**src/rtl/svp_pkg.sv**
```systemverilog
package svp_pkg;
   typedef enum logic [1:0] {
      TRN_ALLOC   = 2'd0,
      TRN_CONFIRM = 2'd1,
      TRN_HOLD    = 2'd2
   } trn_kind_e;
endpackage

```
**src/rtl/svp_pc_split.sv**
```systemverilog
module svp_pc_split #(
   parameter int PC_W       = 32,
   parameter int ALIGN_BITS = 2,
   parameter int IDX_W      = 4,
   localparam int TAG_W     = PC_W - ALIGN_BITS - IDX_W
) (
   input  logic [PC_W-1:0]  pc,
   output logic [IDX_W-1:0] idx,
   output logic [TAG_W-1:0] tag
);
   assign idx = pc[ALIGN_BITS +: IDX_W];
   assign tag = pc[PC_W-1 -: TAG_W];
endmodule

```
**src/rtl/svp_table.sv**
```systemverilog
module svp_table #(
   parameter int ENTRIES = 16,
   parameter int TAG_W   = 26,
   parameter int VAL_W   = 32,
   localparam int IDX_W  = $clog2(ENTRIES)
) (
   input  logic             clk,
   input  logic             rst_n,
   // read port A (lookup)
   input  logic [IDX_W-1:0] ra_idx,
   output logic             ra_vld,
   output logic [TAG_W-1:0] ra_tag,
   output logic [VAL_W-1:0] ra_last,
   output logic [VAL_W-1:0] ra_pstr,
   // read port B (update side)
   input  logic [IDX_W-1:0] rb_idx,
   output logic             rb_vld,
   output logic [TAG_W-1:0] rb_tag,
   output logic [VAL_W-1:0] rb_last,
   output logic [VAL_W-1:0] rb_pstr,
   output logic [VAL_W-1:0] rb_obs,
   // write port
   input  logic             wr_en,
   input  logic [IDX_W-1:0] wr_idx,
   input  logic [TAG_W-1:0] wr_tag,
   input  logic [VAL_W-1:0] wr_last,
   input  logic [VAL_W-1:0] wr_pstr,
   input  logic [VAL_W-1:0] wr_obs
);
   logic             vld_a  [ENTRIES];
   logic [TAG_W-1:0] tag_a  [ENTRIES];
   logic [VAL_W-1:0] last_a [ENTRIES];
   logic [VAL_W-1:0] pstr_a [ENTRIES];
   logic [VAL_W-1:0] obs_a  [ENTRIES];

   for (genvar e = 0; e < ENTRIES; e++) begin : g_ent
      logic             v_q;
      logic [TAG_W-1:0] t_q;
      logic [VAL_W-1:0] l_q, p_q, o_q;
      logic             sel;

      assign sel = wr_en && (wr_idx == IDX_W'(e));

      always_ff @(posedge clk or negedge rst_n) begin
         if (!rst_n)   v_q <= 1'b0;
         else if (sel) v_q <= 1'b1;
      end

      always_ff @(posedge clk) begin
         if (sel) begin
            t_q <= wr_tag;
            l_q <= wr_last;
            p_q <= wr_pstr;
            o_q <= wr_obs;
         end
      end

      assign vld_a[e]  = v_q;
      assign tag_a[e]  = t_q;
      assign last_a[e] = l_q;
      assign pstr_a[e] = p_q;
      assign obs_a[e]  = o_q;
   end

   assign ra_vld  = vld_a[ra_idx];
   assign ra_tag  = tag_a[ra_idx];
   assign ra_last = last_a[ra_idx];
   assign ra_pstr = pstr_a[ra_idx];

   assign rb_vld  = vld_a[rb_idx];
   assign rb_tag  = tag_a[rb_idx];
   assign rb_last = last_a[rb_idx];
   assign rb_pstr = pstr_a[rb_idx];
   assign rb_obs  = obs_a[rb_idx];
endmodule

```
**src/rtl/svp_trainer.sv**
```systemverilog
module svp_trainer
   import svp_pkg::*;
#(
   parameter int VAL_W = 32
) (
   input  logic             hit,
   input  logic [VAL_W-1:0] old_last,
   input  logic [VAL_W-1:0] old_pstr,
   input  logic [VAL_W-1:0] old_obs,
   input  logic [VAL_W-1:0] actual,
   output logic [VAL_W-1:0] nxt_last,
   output logic [VAL_W-1:0] nxt_pstr,
   output logic [VAL_W-1:0] nxt_obs,
   output trn_kind_e        kind
);
   logic [VAL_W-1:0] seen_stride;

   assign seen_stride = actual - old_last;

   always_comb begin
      nxt_last = actual;
      if (!hit) begin
         kind     = TRN_ALLOC;
         nxt_pstr = '0;
         nxt_obs  = '0;
      end else begin
         nxt_obs = seen_stride;
         if (seen_stride == old_obs) begin
            kind     = TRN_CONFIRM;
            nxt_pstr = seen_stride;
         end else begin
            kind     = TRN_HOLD;
            nxt_pstr = old_pstr;
         end
      end
   end
endmodule

```
**src/rtl/stride_value_predictor.sv**
```systemverilog
module stride_value_predictor
   import svp_pkg::*;
#(
   parameter int PC_W       = 32,
   parameter int VAL_W      = 32,
   parameter int ENTRIES    = 16,
   parameter int ALIGN_BITS = 2
) (
   input  logic             clk,
   input  logic             rst_n,
   input  logic             lkp_valid,
   input  logic [PC_W-1:0]  lkp_pc,
   output logic             pred_valid,
   output logic             pred_hit,
   output logic [VAL_W-1:0] pred_value,
   input  logic             upd_valid,
   input  logic [PC_W-1:0]  upd_pc,
   input  logic [VAL_W-1:0] upd_value
);
   localparam int IDX_W = $clog2(ENTRIES);
   localparam int TAG_W = PC_W - ALIGN_BITS - IDX_W;

   if (ENTRIES < 2 || ENTRIES != (1 << IDX_W)) begin : g_bad_depth
      $error("ENTRIES must be a power of two of at least 2");
   end
   if (TAG_W < 1) begin : g_bad_tag
      $error("PC_W too small for ENTRIES and ALIGN_BITS");
   end
   if (VAL_W < 1) begin : g_bad_val
      $error("VAL_W must be positive");
   end

   logic [IDX_W-1:0] l_idx, u_idx;
   logic [TAG_W-1:0] l_tag, u_tag;

   svp_pc_split #(.PC_W(PC_W), .ALIGN_BITS(ALIGN_BITS), .IDX_W(IDX_W)) u_split_lkp (
      .pc(lkp_pc), .idx(l_idx), .tag(l_tag)
   );
   svp_pc_split #(.PC_W(PC_W), .ALIGN_BITS(ALIGN_BITS), .IDX_W(IDX_W)) u_split_upd (
      .pc(upd_pc), .idx(u_idx), .tag(u_tag)
   );

   logic             a_vld, b_vld;
   logic [TAG_W-1:0] a_tag, b_tag;
   logic [VAL_W-1:0] a_last, a_pstr;
   logic [VAL_W-1:0] u_old_last, u_old_pstr, u_old_obs;
   logic [VAL_W-1:0] w_last, w_pstr, w_obs;
   logic             upd_hit;
   trn_kind_e        trn_kind;

   svp_table #(.ENTRIES(ENTRIES), .TAG_W(TAG_W), .VAL_W(VAL_W)) u_table (
      .clk     (clk),
      .rst_n   (rst_n),
      .ra_idx  (l_idx),
      .ra_vld  (a_vld),
      .ra_tag  (a_tag),
      .ra_last (a_last),
      .ra_pstr (a_pstr),
      .rb_idx  (u_idx),
      .rb_vld  (b_vld),
      .rb_tag  (b_tag),
      .rb_last (u_old_last),
      .rb_pstr (u_old_pstr),
      .rb_obs  (u_old_obs),
      .wr_en   (upd_valid),
      .wr_idx  (u_idx),
      .wr_tag  (u_tag),
      .wr_last (w_last),
      .wr_pstr (w_pstr),
      .wr_obs  (w_obs)
   );

   assign upd_hit = b_vld && (b_tag == u_tag);

   svp_trainer #(.VAL_W(VAL_W)) u_trainer (
      .hit      (upd_hit),
      .old_last (u_old_last),
      .old_pstr (u_old_pstr),
      .old_obs  (u_old_obs),
      .actual   (upd_value),
      .nxt_last (w_last),
      .nxt_pstr (w_pstr),
      .nxt_obs  (w_obs),
      .kind     (trn_kind)
   );

   logic lkp_match;
   assign lkp_match  = lkp_valid && a_vld && (a_tag == l_tag);
   assign pred_valid = lkp_valid;
   assign pred_hit   = lkp_match;
   assign pred_value = lkp_match ? (a_last + a_pstr) : '0;
endmodule

```
**config.mk**
```make
export PLATFORM = sky130hd
export DESIGN_NAME = stride_value_predictor
export DESIGN_NICKNAME = d
export VERILOG_FILES = /design/src/rtl/svp_pkg.sv /design/src/rtl/svp_pc_split.sv /design/src/rtl/svp_table.sv /design/src/rtl/svp_trainer.sv /design/src/rtl/stride_value_predictor.sv
export SDC_FILE = /design/constraint.sdc
export NUM_CORES = 2
export LEC_CHECK = 0
export ABC_AREA = 1
export BUFFER_PORTS_ARGS = -buffer_cell sky130_fd_sc_hd__buf_2
export CAP_MARGIN = 5
export CORE_MARGIN = 1
export CORE_UTILIZATION = 25
export DETAILED_ROUTE_END_ITERATION = 8
export PLACE_DENSITY_LB_ADDON = 0.05
export SETUP_SLACK_MARGIN = 0.5
export SLEW_MARGIN = 20
export SYNTH_ARGS = -nofsm -noshare
export SYNTH_HDL_FRONTEND = slang
export SYNTH_HIERARCHICAL = 1
export SYNTH_SLANG_ARGS = --single-unit
export TNS_END_PERCENT = 30
```
**constraint.sdc**
```tcl
create_clock -name clk -period 7.9 [get_ports clk]
set_input_delay 0.395 -clock clk [delete_from_list [all_inputs] [get_ports clk]]
set_output_delay 0.395 -clock clk [all_outputs]
set_load 0.1 [all_outputs]
```
After elaboration in Yosys (flattened, before gate mapping):

Cells that the tools add are included.

* reductions and logical operators: 20
* multiplexer cells: 31
* add/subtract/negate cells: 2
* bitwise gates (word level): 2
* equal/unequal tests: 18
* $lt $le $gt $ge: 2

Operators with widths (count)
* 32-bit binary-select mux with 4-bit select: 5
* 32-bit 2-to-1 mux: 14
* 26-bit binary-select mux with 4-bit select: 2
* 26-bit 2-to-1 mux: 4
* 26-bit == test: 2
* 32-bit adder: 1
* 32-bit == test: 1
* 4-bit == test (second input constant): 8
* 32-bit subtractor: 1
* 1-bit logical AND: 19
* 4-bit by 3-bit == test with 1-bit output (second input constant): 4
* 5-bit >= comparator (second input constant): 2
* 4-bit NOT with 5-bit output: 2
* 1-bit binary-select mux with 4-bit select: 2
* 4-bit by 2-bit == test with 1-bit output (second input constant): 2
* 4-bit by 1-bit == test with 1-bit output (second input constant): 1
* 4-bit logical NOT: 1
* 1-bit 2-to-1 mux: 4

* register bits after elaboration: 1968
* output and inout port bits: 34
* bits of input ports: 100
* logic and storage cells: 155

Depth between registers and ports, before layout:

* depth after elaboration: 8
* gate-level depth with buffers: 34
* depth with buffers taken out: 28

Modules after synthesis:

The synthesis kept the hierarchy.

Modules (own cells, without submodules)
* svp_table: sequential area each 59016.6 µm², area an instance 98863.6 µm², cells an instance 11275, instances 1
* svp_trainer: sequential area each 0.0 µm², area an instance 4879.7 µm², cells an instance 1052, instances 1
* stride_value_predictor: sequential area each 0.0 µm², area an instance 3268.1 µm², cells an instance 701, instances 1
* svp_pc_split: sequential area each 0.0 µm², area an instance 225.2 µm², cells an instance 30, instances 2

Worst setup path after synthesis:

No wires, ideal clock.

* path type: input -> register
* start point: input upd_pc[2]
* end point: register u_table.g_ent[8].l_q[0], enable pin
* stages on the path: 4
* required time: 7.296 ns
* path buffers: 1
* slack: 1.426 ns
* setup time: 0.604 ns
* arrival: 5.870 ns
* cell sequence: buf_4 -> nor2_1 -> nand2_1 -> nor2_1

* cells in the longest elaborated chain, start to end: 2

RTL lines
* from (decl): line stride_value_predictor.sv:17 `input logic [PC_W-1:0] upd_pc,`
* 4-bit == test: line svp_table.sv:42 `assign sel = wr_en && (wr_idx == IDX_W'(e));`
* 1-bit logical AND: line svp_table.sv:42
* net u_table.g_ent[8].sel: line svp_table.sv:40 `logic sel;`
* to (signal assigned): line svp_table.sv:52 `l_q <= wr_last;`
* to (decl): line svp_table.sv:39 `logic [VAL_W-1:0] l_q, p_q, o_q;`

The timed path passes the listed nets, and every way through them passes these cells.
A chain may end at the register's enable or synchronous reset.

Worst setup path in the final report:

* start point: input lkp_pc[2]
* end point: output pred_value[31]

* elaborated cells between the ends (all ways): 18
* classes of those cells: add/sub: 1; eq/ne: 1; mux: 13; bitwise: 1; reduce/logical: 2

RTL lines
* from (decl): line stride_value_predictor.sv:12 `input logic [PC_W-1:0] lkp_pc,`
* 4-bit NOT with 5-bit output (not written as such): line svp_table.sv:68 `assign ra_pstr = pstr_a[ra_idx];`
* 32-bit binary-select mux with 4-bit select: line svp_table.sv:68
* 32-bit 2-to-1 mux (not written as such) (2 in series): line svp_table.sv:68
* net a_pstr[26]: line stride_value_predictor.sv:45 `logic [VAL_W-1:0] a_last, a_pstr;`
* 32-bit adder: line stride_value_predictor.sv:91 `assign pred_value = lkp_match ? (a_last + a_pstr) : '0;`
* 32-bit 2-to-1 mux: line stride_value_predictor.sv:91
* to (decl): line stride_value_predictor.sv:15 `output logic [VAL_W-1:0] pred_value,`

The timed path passes the listed nets, and every way through them passes these cells. The select of a mux whose other input is x is not followed.

==> impl_metrics.tcl <==
set metrics [dict create \
    routed_wl_um 471000 \
    die_w_um 658 \
    max_cap_viol_count 0 \
    regArea_sq_mm 0.0590 \
    clock_latency_ns 0.94 \
    port_buffers 129 \
    rows 240 \
    place_inst 18400 \
    detail-route-antenna-nets 0 \
    hp-class "primary input to register" \
    slew_headroom 0.149 \
    drt-initial-drc-count 7132 \
    grt_setup_unrepaired "no" \
    hpwl_um 260000 \
    cts_buffers 269 \
    maxSlewViolCount 0 \
    min_delay_path_depth 4 \
    leakage_nw 54.5 \
    dieArea_sq_mm 0.432 \
    grt_max_degree 183 \
    worstSetupEndpointType "output pin" \
    setup_tns_ns 0 \
    first_pass_iters 9 \
    fin_cells 18900 \
    ys_warn_count 6 \
    cts_tree "built" \
    post_cts_buffers 0 \
    grt_pass1_wl_um 664000 \
    io_pins 134 \
    cts_buffer_depth 4 \
    cts_max_level 5 \
    wl_per_cell_um 24.9 \
    cts_resized 0 \
    drc 8 \
    r2r_setup_slack_ns 2.64 \
    clkTransAtPathRegs_ns 0.05 \
    fmax_mhz 168 \
    synthCells 13100 \
    root_buffer "clkbuf_16" \
    vias_per_cell 4.72 \
    syn2layout_area_growth_pct 14.1 \
    crit_path_max_fanout 118 \
    avgSynthCellArea_sq_um 8.21 \
    fin_crit_ns 5.94 \
    worst-setup-path-type "primary input to output pin" \
    status "finished, violations left" \
    die_height_um 658 \
    synth_nets 13300 \
    multiInputGateArea_sq_mm 0.0354 \
    power_mw 26.9 \
    critPathLaunchType "primary input" \
    fill_cells 45300 \
    failed_checks "design-rule violations" \
    core_area_sq_mm 0.428 \
    gp_congestion 0.830 \
    vias 89200 \
    final_cell_mix "4486 x nand2_1, 3034 x nand3_1, 2209 x inv_1, 1952 x edfxtp_1, 276 x clkbuf_16" \
    worst_slew_pin_slew_ns 1.28 \
    setup_viol 0 \
    grt.total_usage 0.213 \
    crit_required_ns 7.51 \
    grt_pass1_vias 87400 \
    syn-cell-area_sq_mm 0.107 \
    final_nets 13200 \
    finalHoldViolCount 0 \
    reg2regPathDepth 25 \
    antenna_found_initial 24 \
    crit_arrival_ns 5.55 \
    skew_ns 0.0705 \
    period_share 0.752 \
    p_per_area_mw_per_mm2 219 \
    layout_commonest_cell "nand2_1" \
    cts.sinks 1968 \
    start_util 0.251 \
    gr-total-overflow 0 \
    peakVddDrop_mv 0.154 \
    drive_gt1_frac 0.0622 \
]
-- cell type report --
type | instances | share of cell area
Clock inverter | 142 | 0.00916
Multi-Input combinational cell | 8055 | 0.289
Sequential cell | 1968 | 0.481
Tap cell | 5687 | 0.0580
Clock buffer | 326 | 0.0579
Inverter | 2238 | 0.0692
Timing Repair Buffer | 467 | 0.0350
Antenna cell | 16 | 0.000327
-- timing repair --
item / CTS / global route
setup endpoints to repair: 0 / 0
endpoints found under the hold margin: 946 / 0
hold buffers: 61 / 0
-- per-layer routing --
| layer | share of wire | up-vias | global-route usage |
|---|---|---|---|
| li1 | - | 41700 | - |
| met2 | 0.46 | 2908 | 0.352 |
| met3 | 0.050 | 716 | 0.0277 |
| met4 | 0.032 | 2 | 0.0645 |
| met1 | 0.46 | 43900 | 0.289 |
| met5 | 0.000028 | - | 0 |
-- final timing paths --
check,from,to
worst max-delay path,lkp_pc[2],pred_value[31]
worst min-delay path,upd_pc[5],u_table/g_ent[3].v_q
worst max register to register,u_table/g_ent[8].l_q[7],u_table/g_ent[14].p_q[21]
worst min register to register,u_table/g_ent[0].v_q,u_table/g_ent[0].v_q
max in group asynchronous,rst_n,u_table/g_ent[7].v_q
min in group asynchronous,rst_n,u_table/g_ent[3].v_q
-- where the power goes --
group | internal, mW | total (mW) | switching, mW | leakage (nW)
combinational | 0.894 | 3.56 | 2.66 | 31.0
clock | 6.83 | 11.8 | 4.93 | 4.01
sequential | 11.5 | 11.6 | 0.0242 | 19.4
-- registers in the layout (all words and copies together), names as in the netlist --
signal	flops
u_table/g_ent.o_q	512
u_table/g_ent.l_q	512
u_table/g_ent.t_q	416
u_table/g_ent.p_q	512
u_table/g_ent.v_q	16
-- worst max-delay path, cell delays in order --
cell	delay, ns
buf_8	0.18
inv_8	0.77
buf_12	0.62
nand2_1	0.13
nand3_1	0.09
nand3_1	0.10
nand3_1	0.16
nand2_1	0.10
ha_1	0.68
nand2_1	0.18
nor2_1	0.22
nand2_1	0.10
nor2_1	0.09
nand2_1	0.06
nand2_1	0.40
nor2_1	0.08
nor2_1	0.37
buf_2	0.51
-- per-stage QoR --
| step | utilization | hold slack [ns] | cell area (sq um) | setup slack [ns] |
|---|---|---|---|---|
| 3_5_place_dp | 0.266 | 0.362 | 114000 | 1.27 |
| 6_report | 0.287 | 0.230 | 123000 | 1.96 |
| 2_1_floorplan | - | 0.0994 | 107000 | 1.43 |
| 3_3_place_gp | 0.266 | 0.361 | 114000 | 1.26 |
| 4_1_cts | 0.287 | 0.164 | 123000 | 1.85 |
| 5_1_grt | 0.287 | 0.226 | 123000 | 1.71 |
No activity file was read; power rests on OpenSTA's default activity.
